[src/rtl/intc_pkg.sv]
package intc_pkg;
    localparam int BANK_W = 8;

    typedef enum logic [1:0] {
        SEL_STATUS = 2'd0,
        SEL_ENABLE = 2'd1,
        SEL_MODE   = 2'd2,
        SEL_POL    = 2'd3
    } reg_sel_e;

    typedef struct packed {
        logic [BANK_W-1:0] status;
        logic [BANK_W-1:0] enable;
        logic [BANK_W-1:0] mode;
        logic [BANK_W-1:0] pol;
    } bank_regs_t;
endpackage

[src/rtl/intc_sync.sv]
module intc_sync #(
    parameter int WIDTH = 8
) (
    input  logic             clk,
    input  logic             rst,
    input  logic [WIDTH-1:0] async_in,
    output logic [WIDTH-1:0] sync_out
);
    logic [WIDTH-1:0] stage1_q;

    always_ff @(posedge clk) begin
        if (rst) begin
            stage1_q <= '0;
            sync_out <= '0;
        end else begin
            stage1_q <= async_in;
            sync_out <= stage1_q;
        end
    end
endmodule

[src/rtl/intc_bank.sv]
module intc_bank
    import intc_pkg::*;
(
    input  logic              clk,
    input  logic              rst,
    input  logic [BANK_W-1:0] line_sync,
    input  logic              wr_en,
    input  reg_sel_e          wr_sel,
    input  logic [BANK_W-1:0] wr_data,
    output bank_regs_t        regs
);
    bank_regs_t        r_q;
    logic [BANK_W-1:0] qual;
    logic [BANK_W-1:0] qual_prev_q;
    logic [BANK_W-1:0] edge_hit;
    logic [BANK_W-1:0] clr_mask;

    // Polarity flips the sense; edge is a 0->1 transition of the qualified level
    assign qual     = line_sync ^ r_q.pol;
    assign edge_hit = qual & ~qual_prev_q;
    assign clr_mask = (wr_en && wr_sel == SEL_STATUS) ? wr_data : '0;
    assign regs     = r_q;

    always_ff @(posedge clk) begin
        if (rst) begin
            r_q         <= '0;
            qual_prev_q <= '0;
        end else begin
            qual_prev_q <= qual;
            for (int b = 0; b < BANK_W; b++) begin
                if (!r_q.mode[b])
                    r_q.status[b] <= qual[b];
                else if (edge_hit[b])
                    r_q.status[b] <= 1'b1;
                else if (clr_mask[b])
                    r_q.status[b] <= 1'b0;
            end
            if (wr_en) begin
                case (wr_sel)
                    SEL_ENABLE: r_q.enable <= wr_data;
                    SEL_MODE:   r_q.mode   <= wr_data;
                    SEL_POL:    r_q.pol    <= wr_data;
                    default:    ;
                endcase
            end
        end
    end

    assert_reset_clear_R2: assert property (@(posedge clk) disable iff (rst)
        $past(rst) |-> (r_q == '0));

    for (genvar b = 0; b < BANK_W; b++) begin : g_chk
        assert_level_follow_R3: assert property (@(posedge clk) disable iff (rst)
            !r_q.mode[b] |=> (r_q.status[b] == $past(qual[b])));
        assert_edge_sticky_R4: assert property (@(posedge clk) disable iff (rst)
            (r_q.mode[b] && r_q.status[b] && !clr_mask[b]) |=> r_q.status[b]);
        assert_w1c_R4: assert property (@(posedge clk) disable iff (rst)
            (r_q.mode[b] && clr_mask[b] && !edge_hit[b]) |=> !r_q.status[b]);
    end
endmodule

[src/rtl/intc_prio.sv]
module intc_prio #(
    parameter int N     = 16,
    parameter int IDX_W = $clog2(N)
) (
    input  logic             clk,
    input  logic             rst,
    input  logic [N-1:0]     req,
    output logic             valid,
    output logic [IDX_W-1:0] idx
);
    logic [N-1:0] grant;

    // Scan high to low so the lowest set index is written last
    always_comb begin
        idx   = '0;
        valid = 1'b0;
        for (int i = N - 1; i >= 0; i--) begin
            if (req[i]) begin
                idx   = IDX_W'(i);
                valid = 1'b1;
            end
        end
    end

    assign grant = req & (~req + 1'b1);

    assert_lowest_first_R7: assert property (@(posedge clk) disable iff (rst)
        valid |-> (grant == (N'(1) << idx)));
    assert_grant_onehot_R7: assert property (@(posedge clk) disable iff (rst)
        $onehot0(grant));
endmodule

[src/rtl/intc_multibank.sv]
module intc_multibank
    import intc_pkg::*;
#(
    parameter int NUM_BANKS  = 21,
    parameter int VEC_OFFSET = 16,
    parameter int NUM_LINES  = NUM_BANKS * BANK_W,
    parameter int ADDR_W     = $clog2(NUM_BANKS * 4 + 1)
) (
    input  logic                 clk,
    input  logic                 rst,
    input  logic [NUM_LINES-1:0] irq_lines,
    input  logic [ADDR_W-1:0]    bus_addr,
    input  logic                 bus_wr,
    input  logic [7:0]           bus_wdata,
    output logic [7:0]           bus_rdata,
    output logic                 irq_req
);
    localparam int IDX_W    = $clog2(NUM_LINES);
    localparam int BIDX_W   = ADDR_W - 2;
    localparam int VEC_ADDR = NUM_BANKS * 4;

    logic [NUM_LINES-1:0] lines_sync;
    logic [NUM_LINES-1:0] active;
    logic [BIDX_W-1:0]    bank_sel;
    reg_sel_e             reg_sel;
    bank_regs_t           regs [NUM_BANKS];
    logic                 vec_valid;
    logic [IDX_W-1:0]     vec_idx;
    logic [7:0]           vector;

    assign bank_sel = bus_addr[ADDR_W-1:2];
    assign reg_sel  = reg_sel_e'(bus_addr[1:0]);

    intc_sync #(.WIDTH(NUM_LINES)) u_sync (
        .clk      (clk),
        .rst      (rst),
        .async_in (irq_lines),
        .sync_out (lines_sync)
    );

    for (genvar g = 0; g < NUM_BANKS; g++) begin : g_bank
        intc_bank u_bank (
            .clk       (clk),
            .rst       (rst),
            .line_sync (lines_sync[g*BANK_W +: BANK_W]),
            .wr_en     (bus_wr && (bank_sel == BIDX_W'(g))),
            .wr_sel    (reg_sel),
            .wr_data   (bus_wdata),
            .regs      (regs[g])
        );
        assign active[g*BANK_W +: BANK_W] = regs[g].status & regs[g].enable;
    end

    intc_prio #(.N(NUM_LINES), .IDX_W(IDX_W)) u_prio (
        .clk   (clk),
        .rst   (rst),
        .req   (active),
        .valid (vec_valid),
        .idx   (vec_idx)
    );

    assign irq_req = |active;
    assign vector  = vec_valid ? 8'(VEC_OFFSET + int'(vec_idx)) : 8'(VEC_OFFSET);

    always_comb begin
        bus_rdata = '0;
        for (int g = 0; g < NUM_BANKS; g++) begin
            if (bank_sel == BIDX_W'(g)) begin
                case (reg_sel)
                    SEL_STATUS: bus_rdata = regs[g].status;
                    SEL_ENABLE: bus_rdata = regs[g].enable;
                    SEL_MODE:   bus_rdata = regs[g].mode;
                    default:    bus_rdata = regs[g].pol;
                endcase
            end
        end
        if (bus_addr == ADDR_W'(VEC_ADDR))
            bus_rdata = vector;
    end

    assert_req_matches_R6: assert property (@(posedge clk) disable iff (rst)
        irq_req == vec_valid);
    assert_req_low_after_reset_R2: assert property (@(posedge clk) disable iff (rst)
        $past(rst) |-> !irq_req);
endmodule

[config.mk]
export PLATFORM = sky130hd
export DESIGN_NAME = intc_multibank
export DESIGN_NICKNAME = d
export VERILOG_FILES = /design/src/rtl/intc_pkg.sv /design/src/rtl/intc_sync.sv /design/src/rtl/intc_bank.sv /design/src/rtl/intc_prio.sv /design/src/rtl/intc_multibank.sv
export SDC_FILE = /design/constraint.sdc
export NUM_CORES = 2
export LEC_CHECK = 0
export CELL_PAD_IN_SITES_DETAIL_PLACEMENT = 1
export CELL_PAD_IN_SITES_GLOBAL_PLACEMENT = 1
export CORE_MARGIN = 2
export CORE_UTILIZATION = 49
export CTS_CLUSTER_SIZE = 24
export DETAILED_ROUTE_END_ITERATION = 8
export DONT_BUFFER_PORTS = 1
export PLACE_DENSITY = 0.88
export SKIP_CTS_REPAIR_TIMING = 1
export SLEW_MARGIN = 20
export SYNTH_ARGS = -nofsm -noshare
export SYNTH_HDL_FRONTEND = slang
export SYNTH_SLANG_ARGS = --single-unit
[constraint.sdc]
create_clock -name clk -period 6.6 [get_ports clk]
set_input_delay 1.98 -clock clk [delete_from_list [all_inputs] [get_ports clk]]
set_output_delay 1.98 -clock clk [all_outputs]
set_load 0.05 [all_outputs]
==> flow_summary_export.csv <==
group,metric,value,unit
routing,vias_per_cell,6.35,
logic_synthesis,syn_area_per_cell,8.87,um2
worst_setup_path,worstReg2RegStart,"g_bank[14].u_bank.regs[0]",
cts,cts.sinks,1176,
power_and_ir_drop,power.density,283,mW/mm2
routing,dr.pass1.iters,6,
sta,hold_viol,0,
routing,drc,0,
logic_synthesis,ys_types,71,
sta,rsz0062_at_grt,"false",
global_route,grt_max_degree,1177,
cells_and_area,n_antenna_cell,0,
placed_design,dp.cells,6398,
hold_path,min_from,"u_sync.stage1_q[33]",
global_route,grt_pass1_wl,284,mm
logic_synthesis,synth_edf_count,0,
power_and_ir_drop,vdd_ir_drop_max,0.219,mV
logic_synthesis,synth_area,0.0475,mm2
flow_run,max-cap-violations,0,
sta,layout_min_cycle_time,6.75,ns
placed_design,io_buffers,0,
logic_synthesis,async_reset_ff_share,0,%
outcome,violations,"negative setup slack",
global_route,grt.overflow.total,0,
cts,clk_pin_slew,0.06,ns
hold_path,hold_class,"flip-flop to flip-flop",
logic_synthesis,synth.ff_latch_count,1176,
die,start_util,49.3,%
worst_setup_path,crit_fanout,182,
die,std_cell_rows,114,
power_and_ir_drop,p_leak,18.4,nW
routing,wl_per_cell,29.8,um
die,ios,195,
sta,slew_violations,0,
logic_synthesis,seq_area_frac_synth,49.6,%
sta,fin_ws,-0.152,ns
routing,routed_wl,197,mm
routing,antenna_left,0,
cells_and_area,final_layout_size_suffix_gt1_share,8.02,%
sta,fin_hold_ws,0.435,ns
sta,max_freq,148,MHz
cts,insertion_delay,0.74,ns
global_route,grt_usage,38.6,%
die,core_area,0.0963,mm2
cts,cts_buffer_depth,3,
cells_and_area,fillCellCount,11000,
cells_and_area,fin_nets,5433,
logic_synthesis,synthFlopType,"dfxtp_1",
worst_setup_path,crit_buf_inv,2,
logic_synthesis,syn_inst,5351,
cells_and_area,syn_to_final_growth,10.6,%
sta,min_period_over_period,102,%
worst_setup_path,critPathTopFamily,"compound AO/OA/AOI/OAI gates",
placed_design,place_hpwl,132,mm
die,die-height,315,um
cts,htreeDepth,3,
sta,worst_slew_pin_slew,1.19,ns
cells_and_area,fin_area,0.0525,mm2
placed_design,gp_congestion,1.03,
worst_setup_path,critical_path.cell_chain,"mux4_2, a22oi_1, nand4_1, a211oi_2, buf_4, nand2_1, a41oi_1, a21oi_1, buf_4",
global_route,antenna_found_initial,8,
worst_setup_path,slowest_stage,"mux4_2",
die,dieArea,0.0994,mm2
worst_setup_path,cp_data_arrival_time,4.77,ns
worst_setup_path,path_common_cell,"buf_4",
cts,root_buffer,"clkbuf_16",
outcome,outcome,"finished, violations left",
power_and_ir_drop,p_total,14.8,mW
cts,cts_buffers,117,
placed_design,placed_area,0.0484,mm2
die,die_x,315,um
cts,cts_tree,"built",
worst_setup_path,cp.required,4.62,ns
worst_setup_path,crit_start,"bus_addr[0]",
placed_design,place_ws,-0.0246,ns
worst_setup_path,crit_path_max_incr_delay,0.62,ns
sta,finClkSkew,0.0222,ns
global_route,grt_pass1_vias,42700,
cells_and_area,seq_area,0.0235,mm2
worst_setup_path,critPathCaptureType,"output pin",
sta,slew_headroom,20.7,%
cells_and_area,instances_no_fill,6611,
worst_setup_path,setup.worst_path.start_class,"input pin",
routing,vias,42000,
logic_synthesis,yosysWarnings,0,
cells_and_area,multi_input_area,0.0229,mm2
worst_setup_path,path_class,"input pin to output pin",
logic_synthesis,synth_nets,5538,
sta,setup_violations,1,
routing,first_iter_violations,4756,
[logic make-up after synthesis]
logic type               after synthesis  synth area share (%)
AND/OR/NAND/NOR                     2368                  21.4
AO/OA/AOI/OAI                       1190                  15.8
flip-flops                          1176                  49.6
buffers and inverters                281                  2.32
XOR/XNOR                             169                  3.12
multiplexers                         166                  7.72
adder cells (fa/ha/maj)                1                0.0264
[flip-flops by register name, summed over array words and instances, names as in the netlist]
register                   count
u_sync.sync_out              168
g_bank.u_bank.regs           672
u_sync.stage1_q              168
g_bank.u_bank.qual_prev_q    168
[placed cells by master (no fill, tap or decap), types with 22 or more instances in the layout]
cell | Yosys | layout
nand2_1 | 1524 | 1522
dfxtp_1 | 1176 | 1176
a21oi_1 | 591 | 590
nor2b_1 | 348 | 348
nor2_1 | 350 | 348
xnor2_1 | 169 | 169
mux4_2 | 160 | 160
a211oi_1 | 137 | 136
a21o_1 | 127 | 127
clkbuf_16 | 0 | 119
a22oi_1 | 114 | 114
a31oi_1 | 55 | 55
buf_4 | 1 | 51
a22o_1 | 48 | 48
nand3_1 | 33 | 32
clkbuf_1 | 238 | 27
o21ai_0 | 28 | 26
nand4_1 | 22 | 22
[worst paths after layout]
kind | endpoint | slack (ns) | depth (start not counted)
setup / recovery | bus_rdata[0] | -0.15 | 9
setup reg to reg | g_bank[14].u_bank.regs[24] | 5.30 | 3
hold reg to reg | u_sync.sync_out[33] | 0.44 | 1
hold / removal | u_sync.sync_out[33] | 0.44 | 1
[cell usage after synthesis (all sizes together), types with 4 or more instances]
| master | instances | area, um2 |
|---|---|---|
| o21ai | 29 | 145 |
| a32oi | 17 | 149 |
| o21bai | 5 | 37.5 |
| o211ai | 5 | 42.5 |
| nor3b | 8 | 60.1 |
| and3 | 8 | 50.1 |
| a22o | 48 | 420 |
| or2 | 7 | 43.8 |
| nand2 | 1524 | 5720 |
| a31oi | 55 | 344 |
| a211o | 4 | 35.0 |
| a221oi | 11 | 96.3 |
| or3b | 4 | 35.0 |
| buf | 42 | 205 |
| nand3 | 34 | 175 |
| nand4 | 22 | 138 |
| nand2b | 5 | 31.3 |
| xnor2 | 169 | 1480 |
| and2 | 14 | 87.6 |
| a21oi | 591 | 2960 |
| nor4 | 9 | 68.8 |
| a211oi | 137 | 1030 |
| o2111ai | 5 | 43.8 |
| a32o | 12 | 120 |
| a22oi | 114 | 856 |
| nor2 | 350 | 1310 |
| nor3 | 11 | 55.1 |
| a222oi | 5 | 50.1 |
| clkbuf | 238 | 893 |
| nor2b | 348 | 2180 |
| mux4 | 160 | 3600 |
| and3b | 4 | 35.0 |
| dfxtp | 1176 | 23500 |
| or3 | 8 | 55.1 |
| mux2i | 5 | 50.1 |
| a21o | 127 | 953 |
[metrics by stage]
step | TNS, ns | utilization, %
final | -0.152 | 54.5
after global routing | 0 | 54.5
after CTS | -0.0469 | 54.4
after detailed placement | -0.0246 | 50.3
after global placement | 0 | 50.2
after floorplan | 0 | -
[power by group]
group,internal [mW],switching [mW]
registers,7.26,0.122
logic,0.195,0.275
clock network,4.06,2.92
total,11.5,3.32
[cell type report]
class                      instances  area share (%)
clock buffer                     166            6.39
clock inverter                    42            1.13
inverter                           1         0.00715
multi-input combinational       3894            43.6
sequential                      1176            44.9
tap                             1276            3.04
timing repair buffer              56           0.992
[layer usage]
layer  global-route usage (%)  vias up  share of wire (%)
met5                        0        -              0.028
met4                     22.2        8                7.1
met3                     7.83      699                8.7
met2                     63.5     2206                 46
met1                     47.0    20900                 38
li1                         -    18100                  -
Note: power is estimated with default switching activity, not from simulation.
